`config.mk`:
```
export PLATFORM = sky130hd
export DESIGN_NAME = idsb_decode
export DESIGN_NICKNAME = d
export VERILOG_FILES = /design/src/rtl/idsb_pkg.sv /design/src/rtl/idsb_split.sv /design/src/rtl/idsb_scoreboard.sv /design/src/rtl/idsb_decode.sv
export SDC_FILE = /design/constraint.sdc
export NUM_CORES = 1
export LEC_CHECK = 0
export BUFFER_PORTS_ARGS = -buffer_cell sky130_fd_sc_hd__buf_4
export CORE_MARGIN = 4
export CORE_UTILIZATION = 23
export DETAILED_ROUTE_END_ITERATION = 10
export GPL_TIMING_DRIVEN = 0
export PLACE_DENSITY = 0.41
export SLEW_MARGIN = 10
export SYNTH_ARGS = -nofsm -noshare
export SYNTH_HDL_FRONTEND = slang
export SYNTH_SLANG_ARGS = --single-unit
```
`constraint.sdc`:
```
create_clock -name clk -period 11.12 [get_ports clk]
set_input_delay 2.224 -clock clk [delete_from_list [all_inputs] [get_ports clk]]
set_output_delay 2.224 -clock clk [all_outputs]
set_load 0.05 [all_outputs]
```
`src/rtl/idsb_pkg.sv`:
```
package idsb_pkg;
  localparam int XLEN   = 32;
  localparam int TYPE_W = 2;
  localparam int OPC_RW = 5;
  localparam int OPC_W  = 4;
  localparam int REG_W  = 5;
  localparam int OP_W   = OPC_RW + TYPE_W;

  typedef enum logic [TYPE_W-1:0] {
    FMT_REG = 2'b00, FMT_IMM = 2'b01, FMT_JMP = 2'b10, FMT_NONE = 2'b11
  } fmt_e;

  localparam logic [OP_W-1:0] OP_NOP = '1;

  localparam logic [OPC_RW-1:0] R_ADD = 5'd0, R_SUB = 5'd1, R_XOR = 5'd2,
                                R_CMP = 5'd3, R_VADD = 5'd4, R_VCMP = 5'd5;
  localparam logic [OPC_W-1:0]  I_ADDI = 4'd0, I_LOAD = 4'd1, I_STORE = 4'd2,
                                I_VLOAD = 4'd3, I_VSTORE = 4'd4;
  localparam logic [OPC_W-1:0]  J_JMP = 4'd0, J_BEQ = 4'd1, J_PUSH = 4'd2,
                                J_POP = 4'd3;

  typedef struct packed {
    logic [OP_W-1:0]  op;
    logic [REG_W-1:0] ra;
    logic [REG_W-1:0] rb;
    logic [REG_W-1:0] rc;
    logic [XLEN-1:0]  imm;
    logic             chk_a;
    logic             chk_b;
    logic             need_vl;
    logic             use_sp;
    logic             dst_en;
    logic [REG_W-1:0] dst;
  } dec_t;
endpackage

```
`src/rtl/idsb_split.sv`:
```
module idsb_split
  import idsb_pkg::*;
(
  input  logic [XLEN-1:0] instr,
  output dec_t            d
);
  localparam int RBASE = TYPE_W + OPC_RW;
  localparam int IBASE = TYPE_W + OPC_W;

  logic [OPC_RW-1:0] opr;
  logic [OPC_W-1:0]  opn;
  logic              known;

  assign opr = instr[TYPE_W +: OPC_RW];
  assign opn = instr[TYPE_W +: OPC_W];

  always_comb begin
    d     = '0;
    known = 1'b0;
    case (fmt_e'(instr[TYPE_W-1:0]))
      FMT_REG: begin
        d.ra    = instr[RBASE +: REG_W];
        d.rb    = instr[RBASE+REG_W +: REG_W];
        d.rc    = instr[RBASE+2*REG_W +: REG_W];
        d.op    = {opr, instr[TYPE_W-1:0]};
        d.chk_a = 1'b1;
        d.chk_b = 1'b1;
        known   = (opr <= R_VCMP);
        d.need_vl = (opr == R_VADD) || (opr == R_VCMP);
        d.dst     = d.rc;
        d.dst_en  = (opr != R_CMP) && (opr != R_VCMP);
      end
      FMT_IMM: begin
        d.ra  = instr[IBASE +: REG_W];
        d.rb  = instr[IBASE+REG_W +: REG_W];
        d.imm = XLEN'($signed(instr[XLEN-1:IBASE+2*REG_W]));
        d.op  = {OPC_RW'(opn), instr[TYPE_W-1:0]};
        known = 1'b1;
        case (opn)
          I_ADDI, I_LOAD: begin d.chk_b = 1'b1; d.dst = d.ra; d.dst_en = 1'b1; end
          I_STORE:        begin d.chk_a = 1'b1; d.chk_b = 1'b1; end
          I_VLOAD: begin
            d.chk_b = 1'b1; d.need_vl = 1'b1; d.dst = d.ra; d.dst_en = 1'b1;
          end
          I_VSTORE: begin d.chk_a = 1'b1; d.chk_b = 1'b1; d.need_vl = 1'b1; end
          default: known = 1'b0;
        endcase
      end
      FMT_JMP: begin
        d.ra  = instr[IBASE +: REG_W];
        d.imm = XLEN'($signed(instr[XLEN-1:IBASE+REG_W]));
        d.op  = {OPC_RW'(opn), instr[TYPE_W-1:0]};
        known = 1'b1;
        case (opn)
          J_JMP, J_BEQ: d.chk_a = 1'b1;
          J_PUSH:       begin d.chk_a = 1'b1; d.use_sp = 1'b1; end
          J_POP:        begin d.use_sp = 1'b1; d.dst = d.ra; d.dst_en = 1'b1; end
          default: known = 1'b0;
        endcase
      end
      default: known = 1'b0;
    endcase
    if (!known) begin
      d    = '0;
      d.op = OP_NOP;
    end
    d.dst_en = d.dst_en && (d.dst != '0);
  end
endmodule

```
`src/rtl/idsb_scoreboard.sv`:
```
module idsb_scoreboard #(
  parameter int DEPTH = 8,
  parameter int REG_W = 5,
  parameter int NQ    = 4,
  localparam int CW   = $clog2(DEPTH + 1),
  localparam int IW   = (DEPTH > 1) ? $clog2(DEPTH) : 1
)(
  input  logic                      clk,
  input  logic                      rst_n,
  input  logic                      pop,
  input  logic                      push0,
  input  logic [REG_W-1:0]          d0,
  input  logic                      push1,
  input  logic [REG_W-1:0]          d1,
  input  logic [NQ-1:0][REG_W-1:0]  q_addr,
  output logic [NQ-1:0]             q_hit,
  output logic [CW-1:0]             count
);
  logic [DEPTH-1:0][REG_W-1:0] ent, ent_n;
  logic [CW-1:0]               cnt, cnt_n;

  assign count = cnt;

  for (genvar k = 0; k < NQ; k++) begin : g_q
    logic [DEPTH-1:0] m;
    for (genvar e = 0; e < DEPTH; e++) begin : g_e
      assign m[e] = (CW'(e) < cnt) && (ent[e] == q_addr[k]);
    end
    assign q_hit[k] = |m;
  end

  always_comb begin
    ent_n = ent;
    cnt_n = cnt;
    if (pop && cnt != '0) begin
      for (int i = 0; i < DEPTH-1; i++) ent_n[i] = ent[i+1];
      ent_n[DEPTH-1] = '0;
      cnt_n = cnt - CW'(1);
    end
    if (push0 && cnt_n < CW'(DEPTH)) begin
      ent_n[cnt_n[IW-1:0]] = d0;
      cnt_n = cnt_n + CW'(1);
    end
    if (push1 && cnt_n < CW'(DEPTH)) begin
      ent_n[cnt_n[IW-1:0]] = d1;
      cnt_n = cnt_n + CW'(1);
    end
  end

  always_ff @(posedge clk) begin
    if (!rst_n) begin
      ent <= '0;
      cnt <= '0;
    end else begin
      ent <= ent_n;
      cnt <= cnt_n;
    end
  end

  p_count_bound_r10: assert property (@(posedge clk) disable iff (!rst_n)
    cnt <= CW'(DEPTH));
  p_release_r9: assert property (@(posedge clk) disable iff (!rst_n)
    (pop && cnt != '0 && !push0 && !push1) |=> cnt == $past(cnt) - CW'(1));
  p_no_zero_r5: assert property (@(posedge clk) disable iff (!rst_n)
    push0 |-> d0 != '0);
endmodule

```
`src/rtl/idsb_decode.sv`:
```
module idsb_decode
  import idsb_pkg::*;
#(
  parameter int VLMAX     = 8,
  parameter int SB_DEPTH  = 8,
  parameter int VL_MASK_W = 4,
  parameter int VL_REG    = 4,
  parameter int SP_REG    = 2,
  localparam int VL_W     = $clog2(VLMAX + 1)
)(
  input  logic             clk,
  input  logic             rst_n,
  input  logic             in_valid,
  output logic             in_ready,
  input  logic [31:0]      in_instr,
  output logic [4:0]       rf_ra_idx,
  output logic [4:0]       rf_rb_idx,
  input  logic [31:0]      rf_ra_val,
  input  logic [31:0]      rf_rb_val,
  input  logic [31:0]      rf_vl_val,
  input  logic             wb_release,
  output logic             out_valid,
  input  logic             out_ready,
  output logic [6:0]       out_op,
  output logic [4:0]       out_ra,
  output logic [4:0]       out_rb,
  output logic [4:0]       out_rc,
  output logic [31:0]      out_va,
  output logic [31:0]      out_vb,
  output logic [31:0]      out_imm,
  output logic [VL_W-1:0]  out_vlen
);
  localparam int CW = $clog2(SB_DEPTH + 1);

  dec_t                    dec;
  logic [3:0]              hit;
  logic [3:0][REG_W-1:0]   qaddr;
  logic [CW-1:0]           sb_cnt;
  logic                    src_stall, room_ok, fire;
  logic [VL_MASK_W-1:0]    vl_raw;
  logic [VL_W-1:0]         vlen;

  idsb_split u_split (.instr(in_instr), .d(dec));

  assign qaddr = {REG_W'(SP_REG), REG_W'(VL_REG), dec.rb, dec.ra};

  idsb_scoreboard #(.DEPTH(SB_DEPTH), .REG_W(REG_W), .NQ(4)) u_sb (
    .clk(clk), .rst_n(rst_n), .pop(wb_release),
    .push0(fire && dec.dst_en), .d0(dec.dst),
    .push1(fire && dec.use_sp), .d1(REG_W'(SP_REG)),
    .q_addr(qaddr), .q_hit(hit), .count(sb_cnt));

  assign src_stall = (dec.chk_a && hit[0]) || (dec.chk_b && hit[1]) ||
                     (dec.need_vl && hit[2]) || (dec.use_sp && hit[3]);
  assign room_ok   = (int'(sb_cnt) + int'(dec.dst_en) + int'(dec.use_sp)) <= SB_DEPTH;
  assign in_ready  = !src_stall && room_ok && (!out_valid || out_ready);
  assign fire      = in_valid && in_ready;

  assign rf_ra_idx = dec.ra;
  assign rf_rb_idx = dec.rb;

  assign vl_raw = rf_vl_val[VL_MASK_W-1:0];
  assign vlen   = (int'(vl_raw) > VLMAX) ? VL_W'(VLMAX) : VL_W'(vl_raw);

  always_ff @(posedge clk) begin
    if (!rst_n) begin
      out_valid <= 1'b0;
      out_op    <= '0;
      out_ra    <= '0;
      out_rb    <= '0;
      out_rc    <= '0;
      out_va    <= '0;
      out_vb    <= '0;
      out_imm   <= '0;
      out_vlen  <= '0;
    end else if (fire) begin
      out_valid <= 1'b1;
      out_op    <= dec.op;
      out_ra    <= dec.ra;
      out_rb    <= dec.rb;
      out_rc    <= dec.rc;
      out_va    <= rf_ra_val;
      out_vb    <= rf_rb_val;
      out_imm   <= dec.imm;
      out_vlen  <= dec.need_vl ? vlen : '0;
    end else if (out_ready) begin
      out_valid <= 1'b0;
    end
  end

  p_hold_r11: assert property (@(posedge clk) disable iff (!rst_n)
    (out_valid && !out_ready) |=> (out_valid && $stable(out_op) && $stable(out_imm)
                                   && $stable(out_va) && $stable(out_vlen)));
  p_vlen_bound_r7: assert property (@(posedge clk) disable iff (!rst_n)
    out_valid |-> int'(out_vlen) <= VLMAX);
  p_sp_claim_r8: assert property (@(posedge clk) disable iff (!rst_n)
    (fire && dec.use_sp) |=> (out_op == {OPC_RW'(J_PUSH), FMT_JMP} ||
                              out_op == {OPC_RW'(J_POP), FMT_JMP}));
endmodule

```
==> impl_metrics.json <==
{
  "static-leakage-power_uw": 0.00579,
  "r2r_setup_slack_ps": 6140,
  "initial_utilization_pct": 23.3,
  "synth-xor-area-share_pct": 4.48,
  "count_of_final_hold_check_violations": 0,
  "syn_to_final_growth_pct": 30.5,
  "yosys_most_used_dff": "sky130_fd_sc_hd__dfxtp_1",
  "final_report_setup_violation_count": 0,
  "sequential_area_mm2": 0.00312,
  "die-width_um": 214,
  "dpl-instance-area_mm2": 0.0122,
  "slowest_delay_ps": 540,
  "finalMaxSlewViolations": 0,
  "cts_sinks": 156,
  "routed_wl_um": 44800,
  "cts_post_setup_buffers_inserted": 0,
  "nets": 1584,
  "synthDominantAreaCellType": "sky130_fd_sc_hd__dfxtp_1",
  "yosys_register_bits": 156,
  "nFillCells": 4506,
  "total_clock_buffers_created_by_cts": 17,
  "maxCapViolations": 0,
  "crit_path_max_fanout": 10,
  "seq_area_frac_synth_pct": 31.9,
  "crit_start": "in_instr[1]",
  "global_route_total_overflow": 0,
  "max-vdd-ir-drop_mv": 0.0826,
  "number_of_antenna_violations_at_the_first_check_in_global_routing": 1,
  "outcome": "finished clean",
  "row_count": 75,
  "dr_drc_count": 0,
  "cpMaxStageDelayCell": "sky130_fd_sc_hd__or3b_2",
  "tritoncts_clock_tree": "done",
  "cp_data_required_time_ps": 8900,
  "postSynthCellCount": 1183,
  "cts_max_path_buffers": 2,
  "die_height_um": 214,
  "syn-num-nets": 1329,
  "post_drt_via_cell_ratio": 5.10,
  "max-slew-margin-rel_pct": 2.68,
  "worstHoldPathCells": 2,
  "postCtsHoldBufs": 0,
  "clock-root-buffer": "sky130_fd_sc_hd__clkbuf_16",
  "yosys-mux-area-fraction_pct": 14.4,
  "hold_path.class": "reg2reg",
  "crit_path_cell_trace": "buf_4 -> inv_1 -> ha_1 -> buf_2 -> buf_2 -> clkbuf_1 -> a21oi_1 -> or4_1 -> a21oi_1 -> o22ai_1 -> fa_1 -> inv_1 -> ha_1 -> inv_1 -> nand3b_1 -> a21oi_1 -> o21ai_0 -> or3b_2 -> a211oi_4 -> nand2_1 -> inv_2 -> buf_4",
  "reg2reg_to": "u_sb.count[2]",
  "syn_area_mm2": 0.00978,
  "finalCritPeriodShare_pct": 88.3,
  "floorplan.core_area_mm2": 0.0419,
  "count_of_tritonroute_iterations_in_the_first_routing_pass": 7,
  "grtUsageTotal_pct": 18.8,
  "instances_no_fill": 1990,
  "syn-mean-instance-area_um2": 8.26,
  "synth_top_family_by_area": "simple AND/OR/NAND/NOR gates",
  "final_util_pct": 30.4,
  "layout-drive-gt1-share_pct": 23.4,
  "synthesis.yosys.warnings": 0,
  "dp_hpwl_um": 35100,
  "clk_transition_reported_paths_ps": 60,
  "post-synth-top-area-fraction_pct": 31.9,
  "finalClockSkew_ps": 17.0,
  "routedWlPerCell_um": 22.5,
  "h_tree_level_count": 4,
  "placedCellCount": 1958,
  "worst_pin_slew_ps": 1460,
  "critical_path.startpoint_type": "primary input",
  "crit-reg2reg-launch": "u_sb.count[1]",
  "grt_max_degree": 17,
  "synth.lib_cells_used.distinct": 81,
  "period_minus_slack_ps": 9820,
  "worst_setup_path_end_kind": "primary output",
  "crit_path_end": "in_ready",
  "timing.critical_path.arrival_ps": 7590,
  "gpl.final_weighted_congestion": 0.887,
  "port_buffers": 233,
  "worstRegToRegCells": 20,
  "complex_gate_fraction_of_the_synthesized_area_pct": 18.5,
  "final_design_area_excluding_fillers_mm2": 0.0128,
  "share_of_synthesized_registers_carrying_an_async_set_or_reset_pct": 0,
  "grt_pass1_vias": 9857,
  "synth_edf_count": 0,
  "num_vias": 10141,
  "synth_simple_gate_area_share_pct": 21.7,
  "power_per_cell_area_mw_per_mm2": 161,
  "setup-tns-final_ps": 0,
  "rsz0062_at_grt": "false",
  "initialDrtViolationCount": 899,
  "floorplan.die_area_mm2": 0.0459,
  "cts_resized": 0,
  "post_synth_fa_ha_maj_area_fraction_pct": 1.74,
  "critPathKind": "in2out",
  "ant_nets": 0,
  "synth_top_cells_by_area": "sky130_fd_sc_hd__dfxtp_1 (32%), sky130_fd_sc_hd__mux2i_1 (14%), sky130_fd_sc_hd__nor2_1 (4.3%), sky130_fd_sc_hd__nand2_1 (3.2%), sky130_fd_sc_hd__a21oi_1 (3.2%)",
  "fmax_mhz": 102,
  "clk_latency_ps": 440,
  "multi_input_comb_area_mm2": 0.00595,
  "first_pass_grt_wire_length_um": 66300,
  "floorplan.io_pins": 267
}
==> sequential cells by signal, summed over array words and instances (netlist names) <==
register and flops:
out_vb 32, out_vlen 4, out_op 7, out_imm 21
out_va 32, out_ra 5, u_sb.count 4, u_sb.ent 40
out_valid 1, out_rb 5, out_rc 5
==> metrics by stage <==
| step | hold WS [ps] | total power, uW | setup slack, ps |
|---|---|---|---|
| after floorplan | 667 | 1220 | 2560 |
| after global placement | 443 | 1510 | 1370 |
| after detailed placement | 445 | 1510 | 1320 |
| after CTS | 453 | 2070 | 1300 |
| after global routing | 474 | 2170 | 864 |
| final | 451 | 2060 | 1300 |
==> power by group <==
| group | leakage, uW | internal, uW | switching, uW |
|---|---|---|---|
| logic | 0.00426 | 292 | 588 |
| registers | 0.00127 | 596 | 29.4 |
| clock network | 0.000257 | 289 | 267 |
==> critical path: cells and delay by family <==
kind	cells	cell delay [ps]
buffers and inverters	9	1740
AOI/OAI and AO/OA	6	1480
and+or+nand+nor	4	1270
adders and majority gates	3	870
==> cells by family after synthesis <==
| kind of cell | Yosys count |
|---|---|
| mux | 140 |
| xor+xnor | 50 |
| flops | 156 |
| buf+inv | 155 |
| compound gates | 256 |
| simple gates | 413 |
| fa+ha+maj | 13 |
==> cells in the final DEF (no fill, tap or decap), types with 15 or more instances in the layout <==
master / netlist / routed
sky130_fd_sc_hd__a21o_1: 17 / 17
sky130_fd_sc_hd__a21oi_1: 62 / 62
sky130_fd_sc_hd__a22oi_1: 25 / 25
sky130_fd_sc_hd__buf_2: 29 / 29
sky130_fd_sc_hd__buf_4: 22 / 258
sky130_fd_sc_hd__clkbuf_1: 67 / 67
sky130_fd_sc_hd__clkbuf_16: 0 / 17
sky130_fd_sc_hd__dfxtp_1: 156 / 156
sky130_fd_sc_hd__inv_1: 27 / 27
sky130_fd_sc_hd__mux2i_1: 132 / 132
sky130_fd_sc_hd__nand2_1: 84 / 84
sky130_fd_sc_hd__nand3_1: 50 / 50
sky130_fd_sc_hd__nand4_1: 15 / 15
sky130_fd_sc_hd__nor2_1: 113 / 113
sky130_fd_sc_hd__nor3_1: 22 / 22
sky130_fd_sc_hd__nor4_1: 16 / 16
sky130_fd_sc_hd__o21ai_0: 34 / 34
sky130_fd_sc_hd__or3_1: 26 / 26
sky130_fd_sc_hd__xnor2_1: 30 / 30
sky130_fd_sc_hd__xor2_1: 20 / 20
==> worst min path at each step <==
| stage | endpoint | start | slack [ps] |
|---|---|---|---|
| 2_1_floorplan | out_imm[15] | out_imm[15] | 670 |
| 3_3_place_gp | out_imm[16] | out_imm[16] | 440 |
| 3_5_place_dp | out_vlen[3] | out_vlen[3] | 440 |
| 4_1_cts | out_vlen[3] | out_vlen[3] | 450 |
| 5_1_grt | out_vlen[3] | out_vlen[3] | 470 |
| 6_report | out_vlen[3] | out_vlen[3] | 450 |
==> cells in the mapped netlist, drive strengths merged (13+ instances only) <==
cell type,number
a21oi,64
or3,26
o21ai,42
a21o,17
xnor2,30
nor4,16
xor2,20
nand4,15
and2,16
nand3,51
inv,29
nand2,84
mux2i,132
buf,56
nor2,113
o211a,14
dfxtp,156
clkbuf,68
nand4b,13
nor3,22
a22oi,25
==> metal layers <==
| metal | up-vias | routed length [um] | track usage, % |
|---|---|---|---|
| li1 | 4785 | - | - |
| met1 | 4894 | 19900 | 25.1 |
| met2 | 414 | 20200 | 29.5 |
| met3 | 48 | 3820 | 6.14 |
| met4 | 0 | 888 | 4.88 |
| met5 | - | 0 | 0 |
==> cell type report <==
class / count / share of cell area [%]
multi-input combinational: 872 / 46.6
clock buffer: 17 / 3.33
timing repair buffer: 236 / 13.9
tap: 539 / 5.28
antenna: 1 / 0.0196
clock inverter: 14 / 0.873
sequential: 156 / 24.5
buffer: 124 / 4.61
inverter: 31 / 0.912
(Power assumes the default switching activity.)
